File: src/rtl/gbn_pkg.sv
package gbn_pkg;

    // What the transmit side offers downstream in the current cycle
    typedef enum logic [1:0] {
        SEND_IDLE = 2'd0,
        SEND_NEW  = 2'd1,
        SEND_RETX = 2'd2
    } send_kind_e;

endpackage

File: src/rtl/gbn_frame_store.sv
// Payload storage addressed directly by sequence number.
module gbn_frame_store #(
    parameter int unsigned IDX_W  = 3,
    parameter int unsigned DATA_W = 8
) (
    input  logic              clk,
    input  logic              wr_en,
    input  logic [IDX_W-1:0]  wr_idx,
    input  logic [DATA_W-1:0] wr_data,
    input  logic [IDX_W-1:0]  rd_idx,
    output logic [DATA_W-1:0] rd_data
);
    localparam int unsigned DEPTH = 1 << IDX_W;

    logic [DATA_W-1:0] slot_q [DEPTH];

    always_ff @(posedge clk) begin
        if (wr_en) begin
            slot_q[wr_idx] <= wr_data;
        end
    end

    assign rd_data = slot_q[rd_idx];

endmodule

File: src/rtl/gbn_ack_window.sv
// Decides whether a cumulative acknowledgement names a transmitted,
// still-outstanding frame, and how many frames it releases.
module gbn_ack_window #(
    parameter int unsigned SEQ_W = 3
) (
    input  logic             ack_valid,
    input  logic [SEQ_W-1:0] ack_seq,
    input  logic [SEQ_W-1:0] base,
    input  logic [SEQ_W-1:0] sent_span,
    output logic             hit,
    output logic [SEQ_W-1:0] freed
);
    logic [SEQ_W-1:0] ack_off;

    assign ack_off = ack_seq - base;
    assign hit     = ack_valid && (ack_off < sent_span);
    assign freed   = ack_off + SEQ_W'(1);

endmodule

File: src/rtl/gbn_retx_timer.sv
// Single retransmission timer for the oldest outstanding frame.
module gbn_retx_timer #(
    parameter int unsigned CNT_W = 8
) (
    input  logic             clk,
    input  logic             rst_n,
    input  logic             run,
    input  logic             restart,
    input  logic [CNT_W-1:0] limit,
    output logic             expire
);
    logic [CNT_W-1:0] tick_q, tick_d;

    always_comb begin
        expire = run && !restart && (tick_q == limit - CNT_W'(1));
        if (!run || restart || expire) begin
            tick_d = '0;
        end else begin
            tick_d = tick_q + CNT_W'(1);
        end
    end

    always_ff @(posedge clk or negedge rst_n) begin
        if (!rst_n) begin
            tick_q <= '0;
        end else begin
            tick_q <= tick_d;
        end
    end

endmodule

File: src/rtl/gbn_sender.sv
module gbn_sender
    import gbn_pkg::*;
#(
    parameter int unsigned SEQ_W   = 3,
    parameter int unsigned DATA_W  = 8,
    parameter int unsigned WIN     = (1 << SEQ_W) - 1,
    parameter int unsigned TIMER_W = 8
) (
    input  logic               clk,
    input  logic               rst_n,
    input  logic               in_valid,
    input  logic [DATA_W-1:0]  in_data,
    output logic               in_ready,
    output logic               out_valid,
    output logic [DATA_W-1:0]  out_data,
    output logic [SEQ_W-1:0]   out_seq,
    output logic               out_retx,
    input  logic               out_ready,
    input  logic               ack_valid,
    input  logic [SEQ_W-1:0]   ack_seq,
    input  logic [TIMER_W-1:0] timeout_cycles,
    output logic [SEQ_W-1:0]   win_count,
    output logic               win_full
);
    localparam logic [SEQ_W-1:0] WIN_L = SEQ_W'(WIN);

    // Four sequence pointers: oldest outstanding, next to send,
    // first never sent, next to assign.
    typedef struct packed {
        logic [SEQ_W-1:0] base;
        logic [SEQ_W-1:0] nxt;
        logic [SEQ_W-1:0] hw;
        logic [SEQ_W-1:0] tail;
    } ptr_t;

    ptr_t             ptr_q, ptr_d;
    logic [SEQ_W-1:0] off_next, off_hw, off_tail;
    logic [SEQ_W-1:0] n_next, n_hw, n_tail;
    logic [SEQ_W-1:0] ack_freed;
    logic [SEQ_W-1:0] base_q;
    logic             ack_hit, tmr_expire, tmr_run;
    logic             fire_in, fire_out;
    send_kind_e       kind;

    // Offsets from the window base never exceed WIN, so they never alias.
    assign off_next = ptr_q.nxt  - ptr_q.base;
    assign off_hw   = ptr_q.hw   - ptr_q.base;
    assign off_tail = ptr_q.tail - ptr_q.base;
    assign base_q   = ptr_q.base;

    always_comb begin
        if (off_next == off_tail) begin
            kind = SEND_IDLE;
        end else if (off_next < off_hw) begin
            kind = SEND_RETX;
        end else begin
            kind = SEND_NEW;
        end
    end

    assign in_ready  = (off_tail < WIN_L);
    assign fire_in   = in_valid && in_ready;
    assign out_valid = (kind != SEND_IDLE);
    assign out_retx  = (kind == SEND_RETX);
    assign out_seq   = ptr_q.nxt;
    assign fire_out  = out_valid && out_ready;
    assign win_count = off_tail;
    assign win_full  = (off_tail == WIN_L);
    assign tmr_run   = (off_hw != '0);

    gbn_frame_store #(
        .IDX_W  (SEQ_W),
        .DATA_W (DATA_W)
    ) u_store (
        .clk     (clk),
        .wr_en   (fire_in),
        .wr_idx  (ptr_q.tail),
        .wr_data (in_data),
        .rd_idx  (ptr_q.nxt),
        .rd_data (out_data)
    );

    gbn_ack_window #(
        .SEQ_W (SEQ_W)
    ) u_ackw (
        .ack_valid (ack_valid),
        .ack_seq   (ack_seq),
        .base      (ptr_q.base),
        .sent_span (off_hw),
        .hit       (ack_hit),
        .freed     (ack_freed)
    );

    gbn_retx_timer #(
        .CNT_W (TIMER_W)
    ) u_timer (
        .clk     (clk),
        .rst_n   (rst_n),
        .run     (tmr_run),
        .restart (ack_hit),
        .limit   (timeout_cycles),
        .expire  (tmr_expire)
    );

    always_comb begin
        // Send progress, or rewind to the base on expiry.
        n_next = tmr_expire ? '0 : off_next + SEQ_W'(fire_out);
        n_hw   = (n_next > off_hw) ? n_next : off_hw;
        n_tail = off_tail + SEQ_W'(fire_in);
        ptr_d.base = ptr_q.base;
        if (ack_hit) begin
            // Released frames leave the window; the send pointer skips them.
            n_next     = (n_next > ack_freed) ? n_next - ack_freed : '0;
            n_hw       = n_hw - ack_freed;
            n_tail     = n_tail - ack_freed;
            ptr_d.base = ptr_q.base + ack_freed;
        end
        ptr_d.nxt  = ptr_d.base + n_next;
        ptr_d.hw   = ptr_d.base + n_hw;
        ptr_d.tail = ptr_d.base + n_tail;
    end

    always_ff @(posedge clk or negedge rst_n) begin
        if (!rst_n) begin
            ptr_q <= '0;
        end else begin
            ptr_q <= ptr_d;
        end
    end

endmodule

File: config.mk
export PLATFORM = sky130hd
export DESIGN_NAME = gbn_sender
export DESIGN_NICKNAME = d
export VERILOG_FILES = /design/src/rtl/gbn_pkg.sv /design/src/rtl/gbn_frame_store.sv /design/src/rtl/gbn_ack_window.sv /design/src/rtl/gbn_retx_timer.sv /design/src/rtl/gbn_sender.sv
export SDC_FILE = /design/constraint.sdc
export NUM_CORES = 1
export LEC_CHECK = 0
export ABC_CLOCK_PERIOD_IN_PS = 7850
export BUFFER_PORTS_ARGS = -buffer_cell sky130_fd_sc_hd__buf_2
export CORE_ASPECT_RATIO = 0.7
export CORE_MARGIN = 1.5
export CORE_UTILIZATION = 40
export DETAILED_ROUTE_END_ITERATION = 10
export HOLD_SLACK_MARGIN = 0.12
export PLACE_DENSITY = 0.67
export SYNTH_ARGS = -nofsm -noshare
export SYNTH_HDL_FRONTEND = slang
export SYNTH_SLANG_ARGS = --single-unit
export TNS_END_PERCENT = 10
File: constraint.sdc
create_clock -name clk -period 7.85 [get_ports clk]
set_clock_uncertainty 0.05 [all_clocks]
set_input_delay 1.1775 -clock clk [delete_from_list [all_inputs] [get_ports clk]]
set_output_delay 1.1775 -clock clk [all_outputs]
set_load 0.01 [all_outputs]
==> flow_summary.json, run 1 <==
{
  "dieArea_sq_um": 12200,
  "critPathBufInv": 4,
  "endpoint_kind": "flip-flop",
  "ctsResizeCount": 0,
  "grt_max_degree": 21,
  "timing.rr.start": "out_seq[0]$_DFF_PN0_",
  "fin_cells": 528,
  "slew_headroom_pct": 36.5,
  "finalSetupViolations": 0,
  "post-cts-setup-buffers": 0,
  "r2r_end": "ptr_q[5]$_DFF_PN0_",
  "htreeDepth": 3,
  "fin_setup_tns_ns": 0,
  "worst_hold_path.num_cells": 2,
  "postRouteAntennaNets": 0,
  "post-route-cell-area_sq_um": 5250,
  "worstPathRequired_ns": 8.04,
  "layout_common_cells": "edfxtp_1, buf_2, inv_1",
  "drive_above_1_share_pct": 24.0,
  "vias": 2594,
  "dp_hpwl_um": 6200,
  "ys_ff_latch": 84,
  "slew_violations": 0,
  "antenna_found_initial": 0,
  "grt_use_total_pct": 15.2,
  "grt_setup_unrepaired": "no",
  "cp.arrival_ns": 6.44,
  "cts_sinks": 84,
  "diodes": 0,
  "rows": 32,
  "crit_type": "primary input to flip-flop",
  "timing.final.crit_share_pct": 79.6,
  "clk_path_buf_depth": 2,
  "fmax_ghz": 0.160,
  "crit_top_cell": "ha_1",
  "min_to": "u_timer.tick_q[7]$_DFF_PN0_",
  "hold_start": "u_timer.tick_q[7]$_DFF_PN0_",
  "syn_nets": 388,
  "cpPeakStageDelay_ns": 0.52,
  "path_clk_slew_ns": 0.06,
  "cp_slowest_cell": "a211oi_1",
  "drc": 0,
  "die_w_um": 131,
  "cts_tree": "yes",
  "dr.pass1.iters": 4,
  "detail_route.vias_per_cell": 4.91,
  "area_growth_syn_to_layout_pct": 14.2,
  "synthDistinctLibCells": 41,
  "grt_overflow_total": 0,
  "cpLargestDelayFamily": "adder cells",
  "ys.flop_type": "edfxtp_1",
  "avgSynthCellArea_sq_um": 14.1,
  "initial_core_util_pct": 41.4,
  "cts_buffers": 9,
  "cap_violations": 0,
  "worstRegToRegCells": 25,
  "port_buffers": 41,
  "min_path_type": "flip-flop to flip-flop",
  "grt_first_pass_wirelength_um": 13900,
  "avgRoutedWirePerCell_um": 16.1,
  "ioPinCount": 42,
  "clk_latency_ns": 0.32,
  "fin_util_pct": 47.3,
  "worst-path-stages": 26,
  "hold_violations": 0,
  "hold_buffers": 0,
  "layout.nets": 432,
  "place_area_sq_um": 4960,
  "synth_area_sq_um": 4600,
  "drt_wl_total_um": 8490,
  "yosysSeqAreaShare_pct": 52.7,
  "cp-start-kind": "primary input",
  "fp.dieH_um": 92.7,
  "place_congestion": 0.840,
  "synth_edf_count": 64,
  "cts-root-buf": "clkbuf_16",
  "async_flop_share_pct": 23.8,
  "tightest_slew_ns": 0.949,
  "outcome": "finished clean",
  "r2r_setup_slack_ns": 1.98,
  "period_needed_ns": 6.25,
  "ys_warn_count": 0,
  "dp.cells": 512,
  "path_max_fanout": 8,
  "core-area_sq_um": 11100,
  "drtIter0Drc": 131,
  "layout_commonest_cell": "edfxtp_1",
  "grt_pass1_vias": 2682,
  "synth_cells": 326
}
==> worst max path at each step <==
stage / startpoint / endpoint / slack [ns]
2_1_floorplan: ack_seq[0] / ptr_q[5]$_DFF_PN0_ / 1.88
3_3_place_gp: ack_seq[0] / ptr_q[5]$_DFF_PN0_ / 1.52
3_5_place_dp: ack_seq[0] / ptr_q[5]$_DFF_PN0_ / 1.31
4_1_cts: ack_seq[0] / ptr_q[5]$_DFF_PN0_ / 1.64
5_1_grt: ack_seq[0] / ptr_q[5]$_DFF_PN0_ / 1.21
6_report: ack_seq[0] / ptr_q[5]$_DFF_PN0_ / 1.60
==> cell families (layout without fill, tap and decap cells) <==
| logic type | count (synthesis) | in the layout | share of synthesized area [%] |
|---|---|---|---|
| flip-flops | 84 | 84 | 52.7 |
| buffers and inverters | 40 | 89 | 3.70 |
| XOR/XNOR | 38 | 38 | 8.17 |
| multiplexers | 27 | 27 | 10.5 |
| AO/OA/AOI/OAI | 24 | 24 | 3.16 |
| adder cells (fa/ha/maj) | 38 | 38 | 12.1 |
| AND/OR/NAND/NOR | 75 | 75 | 9.64 |
==> synthesized netlist by cell type, drive strengths merged (2+ instances only) <==
cell type   n  share of area [%]
mux2        9                2.2
a21oi       4               0.44
edfxtp     64                 42
nand2b      4               0.54
o21ai       9               0.98
and3        6               0.93
and3b       2               0.38
xnor3       2               0.98
a31oi       5               0.68
and2        4               0.54
clkbuf      5               0.41
mux4       16                7.8
nor2       23                1.9
nand3      10                1.1
fa         11                4.8
ha         27                7.4
nand2      10               0.82
nor3        6               0.90
a32oi       2               0.38
mux2i       2               0.44
inv        30                2.5
xor2       12                2.3
nor4        2               0.93
buf         5               0.84
dfrtp      20                 11
nor2b       4               0.54
xnor2      23                4.4
==> layout make-up <==
class | instances | area [sq um]
timing repair buffer | 43 | 220
inverter | 30 | 113
clock inverter | 5 | 53.8
fill | 983 | 5840
clock buffer | 11 | 233
sequential | 84 | 2420
multi-input combinational | 202 | 2010
tap | 153 | 191
==> tightest hold or removal path, stage by stage, from the launching register on <==
cell	delay, ns
dfrtp_1	0.37
xor2_1	0.08
nor2_1	0.07
==> metrics by stage <==
step | hold slack, ns | setup slack, ns
finish | 0.511 | 1.60
global route | 0.554 | 1.21
CTS | 0.514 | 1.64
detailed placement | 0.506 | 1.31
global placement | 0.499 | 1.52
floorplan | 0.451 | 1.88
==> metal layers <==
| metal | routed length (um) | track usage (%) | up-vias |
|---|---|---|---|
| li1 | - | - | 1258 |
| met5 | 0 | 0 | - |
| met1 | 4180 | 21.2 | 1280 |
| met4 | 97 | 4.03 | 0 |
| met3 | 349 | 3.34 | 8 |
| met2 | 3860 | 24.2 | 48 |
==> state kept, by name, indices dropped and copies added (netlist names) <==
| register | cells |
|---|---|
| u_store.slot_q | 64 |
| u_timer.tick_q | 8 |
| ptr_q | 6 |
| base_q | 3 |
| out_seq | 3 |
Power of run 1 is left out: the tool's default activity adds up to more than one toggle a clock period on the data nets, which glitch-free logic cannot reach.
==> run 2, diff against run 1 <==
--- a/config.mk
+++ b/config.mk
@@ -5,7 +5,8 @@
 export SDC_FILE = /design/constraint.sdc
 export NUM_CORES = 1
 export LEC_CHECK = 0
-export ABC_CLOCK_PERIOD_IN_PS = 7850
+export ABC_AREA = 1
+export ABC_CLOCK_PERIOD_IN_PS = 5900
 export BUFFER_PORTS_ARGS = -buffer_cell sky130_fd_sc_hd__buf_2
 export CORE_ASPECT_RATIO = 0.7
 export CORE_MARGIN = 1.5
==> constraint.sdc (replaced) <==
create_clock -name clk -period 5.9 [get_ports clk]
set_clock_uncertainty 0.05 [all_clocks]
set_input_delay 0.885 -clock clk [delete_from_list [all_inputs] [get_ports clk]]
set_output_delay 0.885 -clock clk [all_outputs]
set_load 0.01 [all_outputs]
==> flow_summary.json, run 2 <==
{
  "outcome": "finished clean",
  "multi_input_area_sq_um": 2210,
  "layout.nets": 621,
  "htreeDepth": 3,
  "cts-root-buf": "clkbuf_16",
  "cp_slowest_cell": "fa_1",
  "dp_hpwl_um": 8380,
  "rows": 33,
  "fin_setup_tns_ns": 0,
  "fillers": 1100,
  "ys.flop_type": "edfxtp_1",
  "postRouteAntennaNets": 0,
  "grt_use_total_pct": 18.4,
  "cpPeakStageDelay_ns": 0.42,
  "synth.top_cell.area_share_pct": 38.7,
  "place_congestion": 0.864,
  "synthDistinctLibCells": 40,
  "antenna_found_initial": 0,
  "slew_headroom_pct": 29.3,
  "grt_max_degree": 34,
  "clk_latency_ns": 0.33,
  "cts_tree": "yes",
  "fmax_ghz": 0.183,
  "drive_above_1_share_pct": 18.1,
  "ys_warn_count": 0,
  "grt_first_pass_wirelength_um": 18200,
  "hold_buffers": 0,
  "worstRegToRegCells": 32,
  "yosysSeqAreaShare_pct": 48.8,
  "die_w_um": 136,
  "ys_top_cells_by_count": "nor2_1, nand2_1, edfxtp_1, inv_1, o21ai_0",
  "dr.pass1.iters": 5,
  "crit_type": "primary input to flip-flop",
  "cts_buffers": 9,
  "ys_ff_latch": 84,
  "largest_reg_flops": 64,
  "clk_path_buf_depth": 2,
  "cts_sinks": 84,
  "yosysMostFrequentCell": "nor2_1",
  "layout_common_cells": "nor2_1, nand2_1, edfxtp_1",
  "grt_overflow_total": 0,
  "endpoint_kind": "flip-flop",
  "avgSynthCellArea_sq_um": 9.60,
  "port_buffers": 41,
  "diodes": 0,
  "avgRoutedWirePerCell_um": 15.9,
  "core-area_sq_um": 11900,
  "drtIter0Drc": 330,
  "cp.arrival_ns": 5.66,
  "synth_edf_count": 64,
  "path_max_fanout": 7,
  "detail_route.vias_per_cell": 5.09,
  "min_path_type": "primary input to asynchronous set/reset pin",
  "async_flop_share_pct": 23.8,
  "slew_violations": 0,
  "cp-start-kind": "primary input",
  "ys_top_cells_by_area": "edfxtp_1, dfrtp_1, ha_1, nor2_1, nand2_1",
  "grt_pass1_vias": 3565,
  "regMostFlops": "u_store.slot_q",
  "period_needed_ns": 5.48,
  "dieArea_sq_um": 13100,
  "worstPathRequired_ns": 6.08,
  "reg_top3": "u_store.slot_q x64, u_timer.tick_q x8, ptr_q x6",
  "syn_nets": 579,
  "initial_core_util_pct": 41.7,
  "yosysTopAreaCell": "edfxtp_1",
  "synth_area_sq_um": 4960,
  "cap_violations": 0,
  "regArea_sq_um": 2420,
  "hold_violations": 0,
  "timing.final.crit_share_pct": 92.8,
  "layout_commonest_cell": "nor2_1",
  "tightest_slew_ns": 1.06,
  "path_clk_slew_ns": 0.06,
  "vias": 3673,
  "area_growth_syn_to_layout_pct": 13.9,
  "fp.dieH_um": 96.2,
  "ioPinCount": 42,
  "grt_setup_unrepaired": "no",
  "drt_wl_total_um": 11400,
  "crit_top_cell": "inv_1",
  "drc": 0,
  "synth_cells": 517,
  "finalSetupViolations": 0
}
-- run 2: what timing repair did --
item	in CTS	in global routing
buffers inserted	0	0
endpoints found under the setup margin	0	1
gates resized for setup	0	1
-- run 2: worst paths after layout --
path                                               endpoint  slack, ns                   startpoint
worst max register to register           ptr_q[5]$_DFF_PN0_       0.52          base_q[0]$_DFF_PN0_
worst min-delay path                     ptr_q[3]$_DFF_PN0_       0.46                        rst_n
worst max-delay path                     ptr_q[5]$_DFF_PN0_       0.42                   ack_seq[0]
min in group clk                u_timer.tick_q[0]$_DFF_PN0_       0.46  u_timer.tick_q[0]$_DFF_PN0_
max in group asynchronous               base_q[0]$_DFF_PN0_       4.97                        rst_n
worst min register to register  u_timer.tick_q[0]$_DFF_PN0_       0.46  u_timer.tick_q[0]$_DFF_PN0_
-- run 2: layer usage --
metal / track usage [%] / wire, um / vias up
met4: 4.79 / 126 / 0
met5: 0 / 0 / -
li1: - / - / 1805
met1: 26.1 / 5560 / 1763
met2: 28.6 / 5130 / 92
met3: 4.27 / 619 / 13
-- run 2: logic make-up (layout without fill, tap and decap cells) --
group / after synthesis / after routing / synth area share [%]
and+or+nand+nor: 223 / 223 / 21.2
DFF: 84 / 84 / 48.8
buffers and inverters: 82 / 129 / 6.71
AOI/OAI and AO/OA: 70 / 70 / 7.92
adders and majority gates: 38 / 38 / 11.2
xor gates and xnor gates: 19 / 19 / 3.96
muxes: 1 / 1 / 0.202
-- run 2: critical path: cells and delay by family --
kind            cells  cell delay [ns]
fa+ha+maj           7             2.13
simple gates       15             1.32
buf+inv             9             0.76
compound gates      4             0.55
-- run 2: layout make-up --
cell class              instances  area share, %
clock inverters                 7           1.75
flip-flops and latches         84           42.9
well taps                     157           3.48
clock buffers                   9           3.98
repair buffers                 46           4.29
multi-input cells             351           39.1
inverters                      67           4.54
-- run 2: metrics by stage --
stage | cell area, sq um | hold WS (ns) | setup WS (ns) | util, % | instances
3_5_place_dp | 5330 | 0.462 | 0.132 | 44.8 | 705
2_1_floorplan | 4960 | 0.422 | 0.698 | - | 517
4_1_cts | 5650 | 0.471 | 0.473 | 47.5 | 721
6_report | 5650 | 0.460 | 0.425 | 47.5 | 721
3_3_place_gp | 5330 | 0.451 | 0.418 | 44.8 | 705
5_1_grt | 5650 | 0.486 | 0.0425 | 47.5 | 721
Power of run 2 is left out for the same reason.
